--- config.mk ---
export PLATFORM = sky130hd
export DESIGN_NAME = dac_i2c_target
export DESIGN_NICKNAME = d
export VERILOG_FILES = /design/src/rtl/dac_i2c_pkg.sv /design/src/rtl/dac_i2c_sync.sv /design/src/rtl/dac_i2c_readfmt.sv /design/src/rtl/dac_i2c_engine.sv /design/src/rtl/dac_i2c_target.sv
export SDC_FILE = /design/constraint.sdc
export NUM_CORES = 1
export LEC_CHECK = 0
export BUFFER_PORTS_ARGS = -buffer_cell sky130_fd_sc_hd__buf_2
export CAP_MARGIN = 5
export CORE_MARGIN = 3
export CORE_UTILIZATION = 34
export DETAILED_ROUTE_END_ITERATION = 8
export PLACE_DENSITY = 0.51
export SYNTH_ARGS = -nofsm -noshare
export SYNTH_HDL_FRONTEND = slang
export SYNTH_SLANG_ARGS = --single-unit
export TNS_END_PERCENT = 30
--- constraint.sdc ---
create_clock -name clk -period 2.8 [get_ports clk]
set_clock_uncertainty 0.2 [all_clocks]
set_input_delay 0.42 -clock clk [delete_from_list [all_inputs] [get_ports clk]]
set_output_delay 0.42 -clock clk [all_outputs]
set_load 0.03 [all_outputs]
--- src/rtl/dac_i2c_pkg.sv ---
// Shared constants and types for the dual-channel converter serial target.
// Assumes a 16-bit transfer word split into two bytes, upper byte first.
package dac_i2c_pkg;
    localparam logic [5:0]  ADDR_UPPER  = 6'b000110;
    localparam logic [15:0] IDLE_WORD   = 16'h2000;
    localparam int          WORD_W      = 16;
    localparam int          CTRL_BITS   = 4;

    typedef enum logic [2:0] {
        ST_IDLE,
        ST_RX,
        ST_ACK,
        ST_TX,
        ST_RACK
    } eng_state_t;
endpackage

--- src/rtl/dac_i2c_sync.sv ---
// Bus line conditioner: synchronises SCL and SDA into the clk domain
// and derives clock edges plus start and stop conditions.
// Assumes SCL/SDA idle high and are slow compared with clk.
module dac_i2c_sync #(
    parameter int STAGES = 2
) (
    input  logic clk,
    input  logic rst_n,
    input  logic scl_raw,
    input  logic sda_raw,
    output logic scl_s,
    output logic sda_s,
    output logic scl_rise,
    output logic scl_fall,
    output logic bus_start,
    output logic bus_stop
);
    localparam int LINES = 2;

    logic [LINES-1:0] raw;
    logic [LINES-1:0] synced;
    logic [LINES-1:0] prev;

    assign raw = {sda_raw, scl_raw};

    for (genvar g = 0; g < LINES; g++) begin : g_line
        logic [STAGES-1:0] chain;
        // Purpose: shift one line through the synchroniser chain.
        always_ff @(posedge clk) begin
            if (!rst_n) chain <= '1;
            else        chain <= {chain[STAGES-2:0], raw[g]};
        end
        assign synced[g] = chain[STAGES-1];
    end

    // Purpose: keep the previous synchronised value for edge detection.
    always_ff @(posedge clk) begin
        if (!rst_n) prev <= '1;
        else        prev <= synced;
    end

    assign scl_s     = synced[0];
    assign sda_s     = synced[1];
    assign scl_rise  = synced[0] & ~prev[0];
    assign scl_fall  = ~synced[0] & prev[0];
    assign bus_start = synced[0] & prev[0] & prev[1] & ~synced[1];
    assign bus_stop  = synced[0] & prev[0] & ~prev[1] & synced[1];
endmodule

--- src/rtl/dac_i2c_readfmt.sv ---
// Readback formatter: substitutes the idle word when no single channel
// is selected and clears the padding bits below the data field.
// Assumes the bank returns the word for the channel on sel.
module dac_i2c_readfmt
    import dac_i2c_pkg::*;
#(
    parameter int DATA_BITS = 10
) (
    input  logic [1:0]        sel,
    input  logic [WORD_W-1:0] bank_word,
    output logic [WORD_W-1:0] fmt_word
);
    localparam int PAD = WORD_W - CTRL_BITS - DATA_BITS;
    localparam logic [WORD_W-1:0] KEEP = ~((WORD_W'(1) << PAD) - WORD_W'(1));

    // Purpose: pick bank data for a single channel, else the idle word.
    always_comb begin
        if (sel == 2'b01 || sel == 2'b10) fmt_word = bank_word & KEEP;
        else                              fmt_word = IDLE_WORD;
    end
endmodule

--- src/rtl/dac_i2c_engine.sv ---
// Protocol engine: address match, byte acknowledge, select byte storage,
// write word assembly and two-byte readback with repeat on master ACK.
// Assumes conditioned bus events from dac_i2c_sync; SDA updated only
// after an SCL falling edge has been seen.
module dac_i2c_engine
    import dac_i2c_pkg::*;
(
    input  logic              clk,
    input  logic              rst_n,
    input  logic              sda_s,
    input  logic              scl_s,
    input  logic              scl_rise,
    input  logic              scl_fall,
    input  logic              bus_start,
    input  logic              bus_stop,
    input  logic              addr_strap,
    input  logic [WORD_W-1:0] rd_fmt,
    output logic              sda_oe,
    output logic [1:0]        ptr_sel,
    output logic              wr_strobe,
    output logic [1:0]        wr_sel,
    output logic [WORD_W-1:0] wr_word
);
    eng_state_t state;
    logic [3:0] bit_cnt;
    logic [1:0] byte_idx;
    logic [7:0] rx_sh;
    logic [7:0] tx_sh;
    logic [7:0] lo_hold;
    logic [7:0] upper_q;
    logic [7:0] lower_q;
    logic       rw_q;
    logic       lo_next;
    logic       mack;

    // Purpose: bus protocol sequencing and all engine registers.
    always_ff @(posedge clk) begin
        if (!rst_n) begin
            state     <= ST_IDLE;
            bit_cnt   <= '0;
            byte_idx  <= '0;
            rx_sh     <= '0;
            tx_sh     <= '0;
            lo_hold   <= '0;
            upper_q   <= '0;
            lower_q   <= '0;
            rw_q      <= 1'b0;
            lo_next   <= 1'b0;
            mack      <= 1'b0;
            sda_oe    <= 1'b0;
            ptr_sel   <= 2'b00;
            wr_strobe <= 1'b0;
            wr_sel    <= 2'b00;
            wr_word   <= '0;
        end else begin
            wr_strobe <= 1'b0;
            if (bus_start) begin
                state    <= ST_RX;
                bit_cnt  <= '0;
                byte_idx <= '0;
                sda_oe   <= 1'b0;
            end else if (bus_stop) begin
                state  <= ST_IDLE;
                sda_oe <= 1'b0;
            end else begin
                unique case (state)
                    ST_IDLE: ;
                    ST_RX: begin
                        if (scl_rise) begin
                            rx_sh   <= {rx_sh[6:0], sda_s};
                            bit_cnt <= bit_cnt + 4'd1;
                        end else if (scl_fall && bit_cnt == 4'd8) begin
                            if (byte_idx == 2'd0) begin
                                if (rx_sh[7:1] == {ADDR_UPPER, addr_strap}) begin
                                    rw_q   <= rx_sh[0];
                                    sda_oe <= 1'b1;
                                    state  <= ST_ACK;
                                end else begin
                                    state <= ST_IDLE;
                                end
                            end else begin
                                if (byte_idx == 2'd1)      ptr_sel <= rx_sh[1:0];
                                else if (byte_idx == 2'd2) upper_q <= rx_sh;
                                else                       lower_q <= rx_sh;
                                sda_oe <= 1'b1;
                                state  <= ST_ACK;
                            end
                        end
                    end
                    ST_ACK: begin
                        if (scl_fall) begin
                            bit_cnt <= '0;
                            if (byte_idx == 2'd0 && rw_q) begin
                                tx_sh   <= rd_fmt[15:8];
                                lo_hold <= rd_fmt[7:0];
                                sda_oe  <= ~rd_fmt[15];
                                lo_next <= 1'b1;
                                state   <= ST_TX;
                            end else if (byte_idx == 2'd3) begin
                                wr_strobe <= 1'b1;
                                wr_word   <= {upper_q, lower_q};
                                wr_sel    <= ptr_sel;
                                sda_oe    <= 1'b0;
                                state     <= ST_IDLE;
                            end else begin
                                byte_idx <= byte_idx + 2'd1;
                                sda_oe   <= 1'b0;
                                state    <= ST_RX;
                            end
                        end
                    end
                    ST_TX: begin
                        if (scl_fall) begin
                            if (bit_cnt == 4'd7) begin
                                sda_oe <= 1'b0;
                                state  <= ST_RACK;
                            end else begin
                                tx_sh   <= {tx_sh[6:0], 1'b0};
                                sda_oe  <= ~tx_sh[6];
                                bit_cnt <= bit_cnt + 4'd1;
                            end
                        end
                    end
                    ST_RACK: begin
                        if (scl_rise) begin
                            mack <= ~sda_s;
                        end else if (scl_fall) begin
                            if (mack) begin
                                bit_cnt <= '0;
                                state   <= ST_TX;
                                if (lo_next) begin
                                    tx_sh   <= lo_hold;
                                    sda_oe  <= ~lo_hold[7];
                                    lo_next <= 1'b0;
                                end else begin
                                    tx_sh   <= rd_fmt[15:8];
                                    lo_hold <= rd_fmt[7:0];
                                    sda_oe  <= ~rd_fmt[15];
                                    lo_next <= 1'b1;
                                end
                            end else begin
                                state <= ST_IDLE;
                            end
                        end
                    end
                    default: state <= ST_IDLE;
                endcase
            end
        end
    end

    // the write strobe lasts exactly one cycle.
    p_strobe_single_r2: assert property (@(posedge clk) disable iff (!rst_n)
        wr_strobe |=> !wr_strobe);

    // the write strobe follows the end of an acknowledge clock.
    p_strobe_after_fall_r2: assert property (@(posedge clk) disable iff (!rst_n)
        wr_strobe |-> $past(scl_fall));

    // the data line enable moves only in the SCL low phase.
    p_sda_low_phase_r12: assert property (@(posedge clk) disable iff (!rst_n)
        (sda_oe != $past(sda_oe)) |-> ($past(scl_s) == 1'b0));

    // an idle engine never pulls the data line.
    p_idle_released_r9: assert property (@(posedge clk) disable iff (!rst_n)
        (state == ST_IDLE) |-> !sda_oe);

    // the stored selection changes only at an SCL falling edge.
    p_ptr_on_fall_r3: assert property (@(posedge clk) disable iff (!rst_n)
        (ptr_sel != $past(ptr_sel)) |-> $past(scl_fall));
endmodule

--- src/rtl/dac_i2c_target.sv ---
// Top of the dual-channel converter serial target: line conditioner,
// protocol engine and readback formatter.
// Assumes clk is at least ~20x the SCL rate and SDA is open drain.
module dac_i2c_target
    import dac_i2c_pkg::*;
#(
    parameter int DATA_BITS   = 10,
    parameter int SYNC_STAGES = 2
) (
    input  logic              clk,
    input  logic              rst_n,
    input  logic              scl_i,
    input  logic              sda_i,
    input  logic              addr_strap,
    output logic              sda_oe,
    output logic [1:0]        ptr_sel,
    input  logic [WORD_W-1:0] rd_word,
    output logic              wr_strobe,
    output logic [1:0]        wr_sel,
    output logic [WORD_W-1:0] wr_word
);
    logic scl_s, sda_s, scl_rise, scl_fall, bus_start, bus_stop;
    logic [WORD_W-1:0] rd_fmt;

    dac_i2c_sync #(.STAGES(SYNC_STAGES)) u_sync (
        .clk       (clk),
        .rst_n     (rst_n),
        .scl_raw   (scl_i),
        .sda_raw   (sda_i),
        .scl_s     (scl_s),
        .sda_s     (sda_s),
        .scl_rise  (scl_rise),
        .scl_fall  (scl_fall),
        .bus_start (bus_start),
        .bus_stop  (bus_stop)
    );

    dac_i2c_readfmt #(.DATA_BITS(DATA_BITS)) u_fmt (
        .sel       (ptr_sel),
        .bank_word (rd_word),
        .fmt_word  (rd_fmt)
    );

    dac_i2c_engine u_eng (
        .clk        (clk),
        .rst_n      (rst_n),
        .sda_s      (sda_s),
        .scl_s      (scl_s),
        .scl_rise   (scl_rise),
        .scl_fall   (scl_fall),
        .bus_start  (bus_start),
        .bus_stop   (bus_stop),
        .addr_strap (addr_strap),
        .rd_fmt     (rd_fmt),
        .sda_oe     (sda_oe),
        .ptr_sel    (ptr_sel),
        .wr_strobe  (wr_strobe),
        .wr_sel     (wr_sel),
        .wr_word    (wr_word)
    );
endmodule

==> impl_metrics.yaml, run 1 <==
synth:
  ys_async_sr_fraction: 0
  yosys.area_share.simple: 0.207
  syn_area_um2: 3460
  synth_cell_types: 52
  synth_xor_area_frac: 0.0126
  postSynthAreaPerCell_um2: 9.26
  syn_nets: 401
  synthCells: 374
  synth_top_family_by_area: "simple AND/OR/NAND/NOR gates"
  ys_ff_latch: 77
  seq_area_frac_synth: 0.445
  ys_warn_count: 0
  synth_compound_area_frac: 0.136
  muxShareOfSynthArea: 0.136
  synth_ff_type: "dfxtp_1"
  synth_fa_ha_area_frac: 0.0217
  synth_edf_count: 0
setup_path:
  crit_arrival_ns: 2.43
  end_kind: "flip-flop"
  path_max_fanout: 13
  slowest_stage: "dfxtp_1"
  critPathKind: "flip-flop to flip-flop"
  max_stage_delay_ns: 0.55
  reg2reg_depth: 5
  cp-start-kind: "flip-flop"
  crit_path_cell_trace: "nor3b_2 > nand2_1 > a211oi_2 > o21ai_0 > a32o_1"
  cp.required_ns: 2.84
detailed_routing:
  dr_total_vias: 2787
  postRouteAntennaNets: 0
  drt_wl_total_um: 7860
  viasPerCell: 5.04
  firstDrtPassIters: 4
  remaining_drc_errors: 0
  wl_per_cell_um: 14.2
  drtIter0Drc: 113
floorplanning:
  rows: 36
  initial_core_util: 0.353
  fp.dieH_um: 107
  die_area_um2: 11400
  core_area_um2: 9820
  ios: 43
  fp.dieW_um: 107
place:
  placed_area_um2: 3810
  gp_congestion: 0.854
  place_hpwl_um: 5590
  port_buffers: 40
clock_network:
  ctsHoldBuffers: 0
  postCtsSetupRepairBufs: 0
  clk_path_buf_depth: 2
  cts_root_buffer: "clkbuf_8"
  cts_max_level: 3
  cts_inserted_buffers: 9
  cts_tree: "built"
  cts.clk_slew.worst_paths_ns: 0.08
  clk-insertion-delay-late_ns: 0.34
  clkSinkCount: 77
  cts_resized: 0
pwr:
  finalPower_w: 0.00198
  p_per_area_nw_per_um2: 494
  p_leak_nw: 1.64
  vdd_drop_max_v: 0.000279
grt:
  grtUsageTotal: 0.143
  grt_max_degree: 32
  grt-ovfl-total: 0
  grt_pass1_wl_um: 13100
  antenna_found_initial: 0
  grt_pass1_vias: 2660
timing:
  fmax_mhz: 418
  setup-tns-final_ns: 0
  period_needed_ns: 2.39
  setup_viol: 0
  relSlewSlack: 0.628
  finalHoldViolations: 0
  tightest_slew_ns: 0.556
  holdWs_ns: 0.0509
  rsz0062_at_grt: "no"
  drv_slew: 0
  finalCritPeriodShare: 0.854
cells_and_area:
  final_area_um2: 4000
  nets: 443
  syn_to_final_growth_pct: 15.5
  layout-drive-gt1-share: 0.186
  diodes: 0
  final_util: 0.407
hold_path:
  hold_depth: 2
  hp-class: "input port to flip-flop"
run_status:
  status: "completed"
run:
  maxCapViolCount: 0
==> cell usage in the layout, fill, tap and decap left out, types with 2 or more instances in the layout <==
master,instances
dfxtp_1,77
nor2_1,51
mux2i_1,47
buf_2,40
nand2_1,28
a21oi_1,28
nand3_1,19
buf_4,12
inv_1,9
clkbuf_8,9
a211oi_1,8
nand2b_1,7
o21ai_0,6
ha_1,6
a222oi_1,4
nor3b_1,4
xnor2_1,4
nand3b_1,4
a221oi_1,3
nor3_1,3
and2_1,3
o22ai_1,3
clkinv_2,3
a22oi_1,2
inv_2,2
or2b_1,2
and3b_1,2
a21o_1,2
a211oi_2,2
a32o_1,2
nor4_4,2
and2_0,2
a311oi_1,2
==> path summary, 6_finish.rpt <==
kind | from | end | slack (ns)
setup / recovery | u_eng.state[2]$_SDFFE_PP0P_ | u_eng.bit_cnt[2]$_SDFFE_PP0P_ | 0.41
hold / removal | sda_i | u_sync.g_line[1].chain[0]$_SDFF_PN1_ | 0.05
setup reg to reg | u_eng.state[2]$_SDFFE_PP0P_ | u_eng.bit_cnt[2]$_SDFFE_PP0P_ | 0.41
hold reg to reg | u_sync.g_line[0].chain[0]$_SDFF_PN1_ | u_sync.g_line[0].chain[1]$_SDFF_PN1_ | 0.21
==> stage by stage <==
stage	setup slack, ns	std cells
global route	0.161	553
finish	0.409	553
detailed placement	0.437	538
floorplan	0.560	374
global placement	0.462	538
CTS	0.412	553
==> worst max-delay path: cells and delay by family (launching register included) <==
family,cells,cell delay [ns]
simple gates,2,0.63
flops,1,0.55
compound gates,3,0.90
==> synth_stat cells, types with 6 or more instances <==
library cell  number  share of area
ha_1               6          0.022
inv_1              9         0.0098
mux2i_1           47           0.14
nand3_1           19          0.027
clkbuf_1          12          0.013
nand2_1           28          0.030
o21ai_0            6         0.0087
nand2b_1           7          0.013
a21oi_1           28          0.040
nor2_1            51          0.055
a211oi_1           8          0.017
dfxtp_1           77           0.45
buf_2              6         0.0087
==> logic make-up after synthesis <==
group | Yosys count
and+or+nand+nor | 138
DFF | 77
AOI/OAI and AO/OA | 69
muxes | 47
buffers and inverters | 32
adders and majority gates | 6
xor gates and xnor gates | 5
==> where the power goes <==
part | leakage, nW | switching (W) | total, W | internal (W)
logic | 0.924 | 0.0000404 | 0.0000637 | 0.0000233
registers | 0.621 | 0.00000518 | 0.00110 | 0.00110
clock network | 0.0992 | 0.000403 | 0.000810 | 0.000407
==> registers in the layout, summed over array words and instances (netlist names) <==
signal,count
u_eng.bit_cnt,4
u_eng.byte_idx,2
u_eng.lo_hold,6
u_eng.lo_next,1
u_eng.lower_q,8
u_eng.mack,1
u_eng.ptr_sel,2
u_eng.rw_q,1
u_eng.rx_sh,8
u_eng.sda_oe,1
u_eng.state,3
u_eng.tx_sh,7
u_eng.upper_q,8
u_eng.wr_sel,2
u_eng.wr_strobe,1
u_eng.wr_word,16
u_sync.g_line.chain,4
u_sync.prev,2
==> per-layer routing <==
metal / wire length [um] / track usage / vias to the layer above
met5: 0 / 0 / -
met4: 122 / 0.0484 / 0
met3: 345 / 0.0337 / 11
met2: 3450 / 0.214 / 60
met1: 3940 / 0.203 / 1306
li1: - / - / 1410
==> final cells by class <==
class,instances,area [um^2]
Clock buffer,9,124
Clock inverter,6,62.6
Fill cell,1044,5820
Inverter,11,41.3
Multi-Input combinational cell,265,1770
Sequential cell,77,1540
Tap cell,133,166
Timing Repair Buffer,52,290
No activity file was read; power rests on OpenSTA's default activity.
==> run 2, diff against run 1 <==
- ABC_AREA: unset -> 1
==> run 2 against run 1 <==
- combinational power increased to 13 times the previous value
- non-clock buffer count decreased by 8
- cell area rose by 7.4%
- global-route usage is 0.16 points lower
- clock-buffer cell count is the same
- via count is 19% higher
- sequential share of layout area fell by 2.6 points
- die area grew 8.8%
- hold slack about the same
- largest cell class unchanged
- highest routed layer unchanged
==> impl_metrics.yaml, run 2 <==
synth:
  ys_ff_latch: 77
  ys_async_sr_fraction: 0
  seq_area_frac_synth: 0.407
  synth_edf_count: 0
  ys_top_cells_by_area: "dfxtp_1, nor2_1, nand2_1, inv_1, nand3_1"
  postSynthAreaPerCell_um2: 6.85
  yosys.area.top_type: "dfxtp_1"
  syn_area_um2: 3790
  synth_ff_type: "dfxtp_1"
  synth.top_cell.area_share: 0.407
  syn_nets: 580
  synth_commonest_cells: "nor2_1, nand2_1, dfxtp_1"
  yosysMostFrequentCell: "nor2_1"
  synthCells: 553
  ys_warn_count: 0
  synth_cell_types: 34
setup_path:
  worst-path-buf-inv: 1
  crit_path_cell_trace: "inv_2 > nand2_2 > nor2_4 > nand2_1 > nand2_1 > a21oi_1 > nand3_1 > nand2_1 > nor2_1"
  max_stage_delay_ns: 0.52
  cp-start-kind: "flip-flop"
  crit_arrival_ns: 1.99
  slowest_stage: "dfxtp_1"
  cp.required_ns: 2.85
  path_max_fanout: 17
  crit_family: "simple AND/OR/NAND/NOR gates"
  end_kind: "flip-flop"
  crit_top_cell: "nand2_1"
  critPathKind: "flip-flop to flip-flop"
timing:
  drv_slew: 0
  tightest_slew_ns: 0.568
  relSlewSlack: 0.621
  fmax_mhz: 513
  rsz0062_at_grt: "no"
  setup_viol: 0
  finalHoldViolations: 0
  postLayoutSetupSlackWorst_ns: 0.852
  finalCritPeriodShare: 0.696
  period_needed_ns: 1.95
  setup-tns-final_ns: 0
cells_and_area:
  final_common_cell: "nor2_1"
  fillCellCount: 1171
  layout-drive-gt1-share: 0.175
  layout_common_cells: "nor2_1, nand2_1, dfxtp_1, inv_1, buf_2"
  top_register: "u_eng.wr_word"
  syn_to_final_growth_pct: 13.4
  nets: 618
  final_area_um2: 4290
  diodes: 0
  largest_register_ff_count: 16
detailed_routing:
  wl_per_cell_um: 11.9
  viasPerCell: 4.52
  dr_total_vias: 3304
  remaining_drc_errors: 0
  postRouteAntennaNets: 0
  drt_wl_total_um: 8660
  drtIter0Drc: 216
  firstDrtPassIters: 4
clock_network:
  ctsHoldBuffers: 0
  clk-insertion-delay-late_ns: 0.36
  cts_resized: 0
  cts.clk_slew.worst_paths_ns: 0.08
  cts_max_level: 3
  cts_tree: "built"
  clk_path_buf_depth: 2
  cts_inserted_buffers: 9
  clkSinkCount: 77
  postCtsSetupRepairBufs: 0
  cts_root_buffer: "clkbuf_8"
grt:
  grt-ovfl-total: 0
  grt_pass1_wl_um: 14600
  grt_max_degree: 62
  grtUsageTotal: 0.142
  antenna_found_initial: 0
  grt_pass1_vias: 3059
floorplanning:
  core_area_um2: 10600
  initial_core_util: 0.359
  rows: 37
  fp.dieH_um: 112
  fp.dieW_um: 112
  die_area_um2: 12400
  ios: 43
place:
  gp_congestion: 0.882
  dpl_worst_slack_ns: 0.869
  place_hpwl_um: 6340
  port_buffers: 40
  placed_area_um2: 4080
pwr:
  p_per_area_nw_per_um2: 703
  vdd_drop_max_v: 0.000261
  p_leak_nw: 2.02
run:
  maxCapViolCount: 0
run_status:
  status: "completed"
hold_path:
  hp-class: "input port to flip-flop"
==> run 2: changes by cell type in the layout (fill, tap and decap cells not counted), sizes merged, moves of 5 or more <==
cell and delta:
nand2b -7, buf -8, nor2 +92, o21ai +31
nand3 +20, inv +48, and2 -5, nand2 +97
mux2i -47, a211oi -9
==> run 2: logic make-up (layout without fill, tap and decap cells) <==
family,count (synthesis),after routing,synth area share
AOI/OAI and AO/OA,72,72,0.0978
adders and majority gates,6,6,0.0198
xor gates and xnor gates,3,3,0.00694
and+or+nand+nor,319,319,0.382
DFF,77,77,0.407
buffers and inverters,76,118,0.0859
==> run 2: path summary, 6_finish.rpt <==
| check | start | end | slack, ns | cells past startpoint |
|---|---|---|---|---|
| max reg2reg | u_eng.state[2]$_SDFFE_PP0P_ | u_eng.state[0]$_SDFFE_PN0P_ | 0.85 | 9 |
| min | sda_i | u_sync.g_line[1].chain[0]$_SDFF_PN1_ | 0.05 | 2 |
| max | u_eng.state[2]$_SDFFE_PP0P_ | u_eng.state[0]$_SDFFE_PN0P_ | 0.85 | 9 |
| min reg2reg | u_sync.g_line[1].chain[0]$_SDFF_PN1_ | u_sync.g_line[1].chain[1]$_SDFF_PN1_ | 0.21 | 1 |
==> run 2: routing by layer <==
metal,vias up,track usage,share of wire
met2,49,0.209,0.41
met5,-,0,0
met3,10,0.0277,0.034
li1,1800,-,-
met1,1445,0.205,0.54
met4,0,0.0511,0.017
==> run 2: through the flow <==
stage	utilization	hold WS (ns)	total power, W	cells
floorplan	-	0.193	0.00196	553
global placement	0.387	0.195	0.00211	716
CTS	0.407	0.0397	0.00305	731
finish	0.407	0.0507	0.00302	731
global route	0.407	0.0492	0.00323	731
detailed placement	0.387	0.197	0.00212	716
==> run 2: cell type report <==
class                   instances  area [um^2]  share of cell area
clock buffers                   9          124              0.0288
clock inverters                 6         87.6              0.0204
inverters                      59          221              0.0516
multi-input cells             400         1920               0.447
flip-flops and latches         77         1540               0.359
well taps                     136          170              0.0396
repair buffers                 44          230              0.0536
==> run 2: report_power, final <==
| part | internal, W | switching, W |
|---|---|---|
| combinational | 0.000280 | 0.000535 |
| sequential | 0.00119 | 0.0000889 |
| clock | 0.000499 | 0.000425 |
| total | 0.00197 | 0.00105 |
==> run 3, diff against run 2 <==
- clock period: 2.8 -> 1.8 ns (I/O delays scaled with it)
==> run 3 against run 2 <==
- core utilization up 4.2 points
- cell area up 10%
- critical path depth up 1
- die area unchanged
- cell count up 4.4%
- critical path type unchanged
- total power up 67%
- clock power up 59%
==> impl_metrics.yaml, run 3 (synthesized netlist as in run 2, its figures left out) <==
place:
  gp_congestion: 0.872
  port_buffers: 40
  place_hpwl_um: 6440
  placed_cells: 731
  placed_area_um2: 4230
grt:
  antenna_found_initial: 0
  grtUsageTotal: 0.144
  grt_pass1_vias: 3147
  grt_max_degree: 62
  grt-ovfl-total: 0
  grt_pass1_wl_um: 15000
setup_path:
  end_kind: "flip-flop"
  slowest_stage: "dfxtp_4"
  crit_family: "simple AND/OR/NAND/NOR gates"
  crit_arrival_ns: 1.84
  cp.required_ns: 1.88
  r2r-start: "u_eng.bit_cnt[0]$_SDFFE_PP0P_"
  cp-start-kind: "flip-flop"
  critPathKind: "flip-flop to flip-flop"
  reg2reg_depth: 10
  r2r-end: "u_eng.lower_q[0]$_SDFFE_PN0P_"
  r2r_setup_slack_ns: 0.05
  crit_path_cell_trace: "inv_2 > ha_4 > nand3_4 > nor2_4 > nand2_4 > buf_6 > nor3_4 > buf_12 > nor2_2 > nor2_1"
  worst-path-buf-inv: 3
  path_max_fanout: 8
  max_stage_delay_ns: 0.36
timing:
  relSlewSlack: 0.791
  rsz0062_at_grt: "yes"
  tightest_slew_ns: 0.312
  finalCritPeriodShare: 0.974
  fmax_mhz: 570
  drv_slew: 0
  setup_viol: 0
  period_needed_ns: 1.75
  setup-tns-final_ns: 0
  finalHoldViolations: 0
cells_and_area:
  layout_common_cells: "nor2_1, nand2_1, dfxtp_1, inv_1, buf_2"
  nets: 649
  top_register: "u_eng.wr_word"
  final_common_cell: "nor2_1"
  final_area_um2: 4740
  finalNonFillerCells: 763
  largest_register_ff_count: 16
  syn_to_final_growth_pct: 25.2
  layout-drive-gt1-share: 0.246
  final_util: 0.449
  multi_input_area_um2: 2040
  fillCellCount: 1119
  diodes: 0
  seqCellArea_um2: 1560
detailed_routing:
  dr_total_vias: 3456
  postRouteAntennaNets: 0
  viasPerCell: 4.53
  remaining_drc_errors: 0
  firstDrtPassIters: 4
  drtIter0Drc: 277
  wl_per_cell_um: 11.7
  drt_wl_total_um: 8920
hold_path:
  hold_end: "u_eng.lo_hold[4]$_SDFFE_PN0P_"
  hold_depth: 5
  hp-start: "rd_word[4]"
  hp-class: "input port to flip-flop"
clock_network:
  clkSinkCount: 77
  cts_root_buffer: "clkbuf_8"
  cts_max_level: 3
  cts.clk_slew.worst_paths_ns: 0.08
  cts_inserted_buffers: 9
  clk_path_buf_depth: 2
  clk-insertion-delay-late_ns: 0.35
  cts_tree: "built"
run_status:
  status: "completed"
floorplanning:
  core_area_um2: 10600
  rows: 37
  ios: 43
  fp.dieW_um: 112
  initial_core_util: 0.359
  die_area_um2: 12400
  fp.dieH_um: 112
pwr:
  p_per_area_nw_per_um2: 1060
  p_leak_nw: 2.18
  finalPower_w: 0.00504
  vdd_drop_max_v: 0.000461
run:
  maxCapViolCount: 0
-- run 3: stage by stage --
stage | setup WS, ns | hold slack [ns]
2_1_floorplan | 0.185 | 0.177
3_3_place_gp | -0.00990 | 0.194
3_5_place_dp | -0.0206 | 0.200
4_1_cts | 0.00191 | 0.0306
5_1_grt | -0.0492 | 0.0626
6_report | 0.0462 | 0.0333
-- run 3: worst register-to-register path, delay by kind of cell, from the launching register on --
family / cells / cell delay, ns
adders and majority gates: 1 / 0.14
buffers and inverters: 3 / 0.34
DFF: 1 / 0.36
and+or+nand+nor: 6 / 0.65
-- run 3: how the worst max path moves through the flow --
stage                                               end  cells after the start  slack, ns                           start
after floorplan             u_eng.tx_sh[1]$_SDFFE_PN0P_                     10       0.18  u_eng.byte_idx[0]$_SDFFE_PP0P_
after global placement    u_eng.bit_cnt[1]$_SDFFE_PP0P_                      9      -0.01     u_eng.state[1]$_SDFFE_PP0P_
after detailed placement  u_eng.bit_cnt[1]$_SDFFE_PP0P_                      9      -0.02     u_eng.state[1]$_SDFFE_PP0P_
after CTS                 u_eng.lo_hold[6]$_SDFFE_PN0P_                      8      0.002     u_eng.state[2]$_SDFFE_PP0P_
after global routing      u_eng.lower_q[0]$_SDFFE_PN0P_                     10      -0.05   u_eng.bit_cnt[1]$_SDFFE_PP0P_
final                     u_eng.lower_q[0]$_SDFFE_PN0P_                     10       0.05   u_eng.bit_cnt[0]$_SDFFE_PP0P_
-- run 3: repair_timing --
item | in CTS | in global routing
buffers inserted | 0 | 10
hold endpoints to repair | 5 | 0
pin swaps | 1 | 15
resized for setup | 2 | 42
hold buffers | 5 | 0
gates cloned | 0 | 1
setup endpoints to repair | 15 | 58
-- run 3: where the power goes --
part,internal (W),switching [W],total (W)
Clock,0.000794,0.000672,0.00147
Combinational,0.000621,0.000936,0.00156
Sequential,0.00187,0.000144,0.00201
-- run 3: routing by layer --
metal,vias to the layer above,part of all wire,global-route usage
met5,-,0,0
li1,1876,-,-
met1,1511,0.52,0.209
met2,56,0.43,0.214
met3,13,0.040,0.0261
met4,0,0.014,0.0543
-- run 3: area by class of cell --
| cell class | instances | area share |
|---|---|---|
| Sequential cell | 77 | 0.328 |
| Clock buffer | 10 | 0.0269 |
| Clock inverter | 6 | 0.0198 |
| Timing Repair Buffer | 74 | 0.110 |
| Tap cell | 136 | 0.0359 |
| Multi-Input combinational cell | 401 | 0.430 |
| Inverter | 59 | 0.0488 |
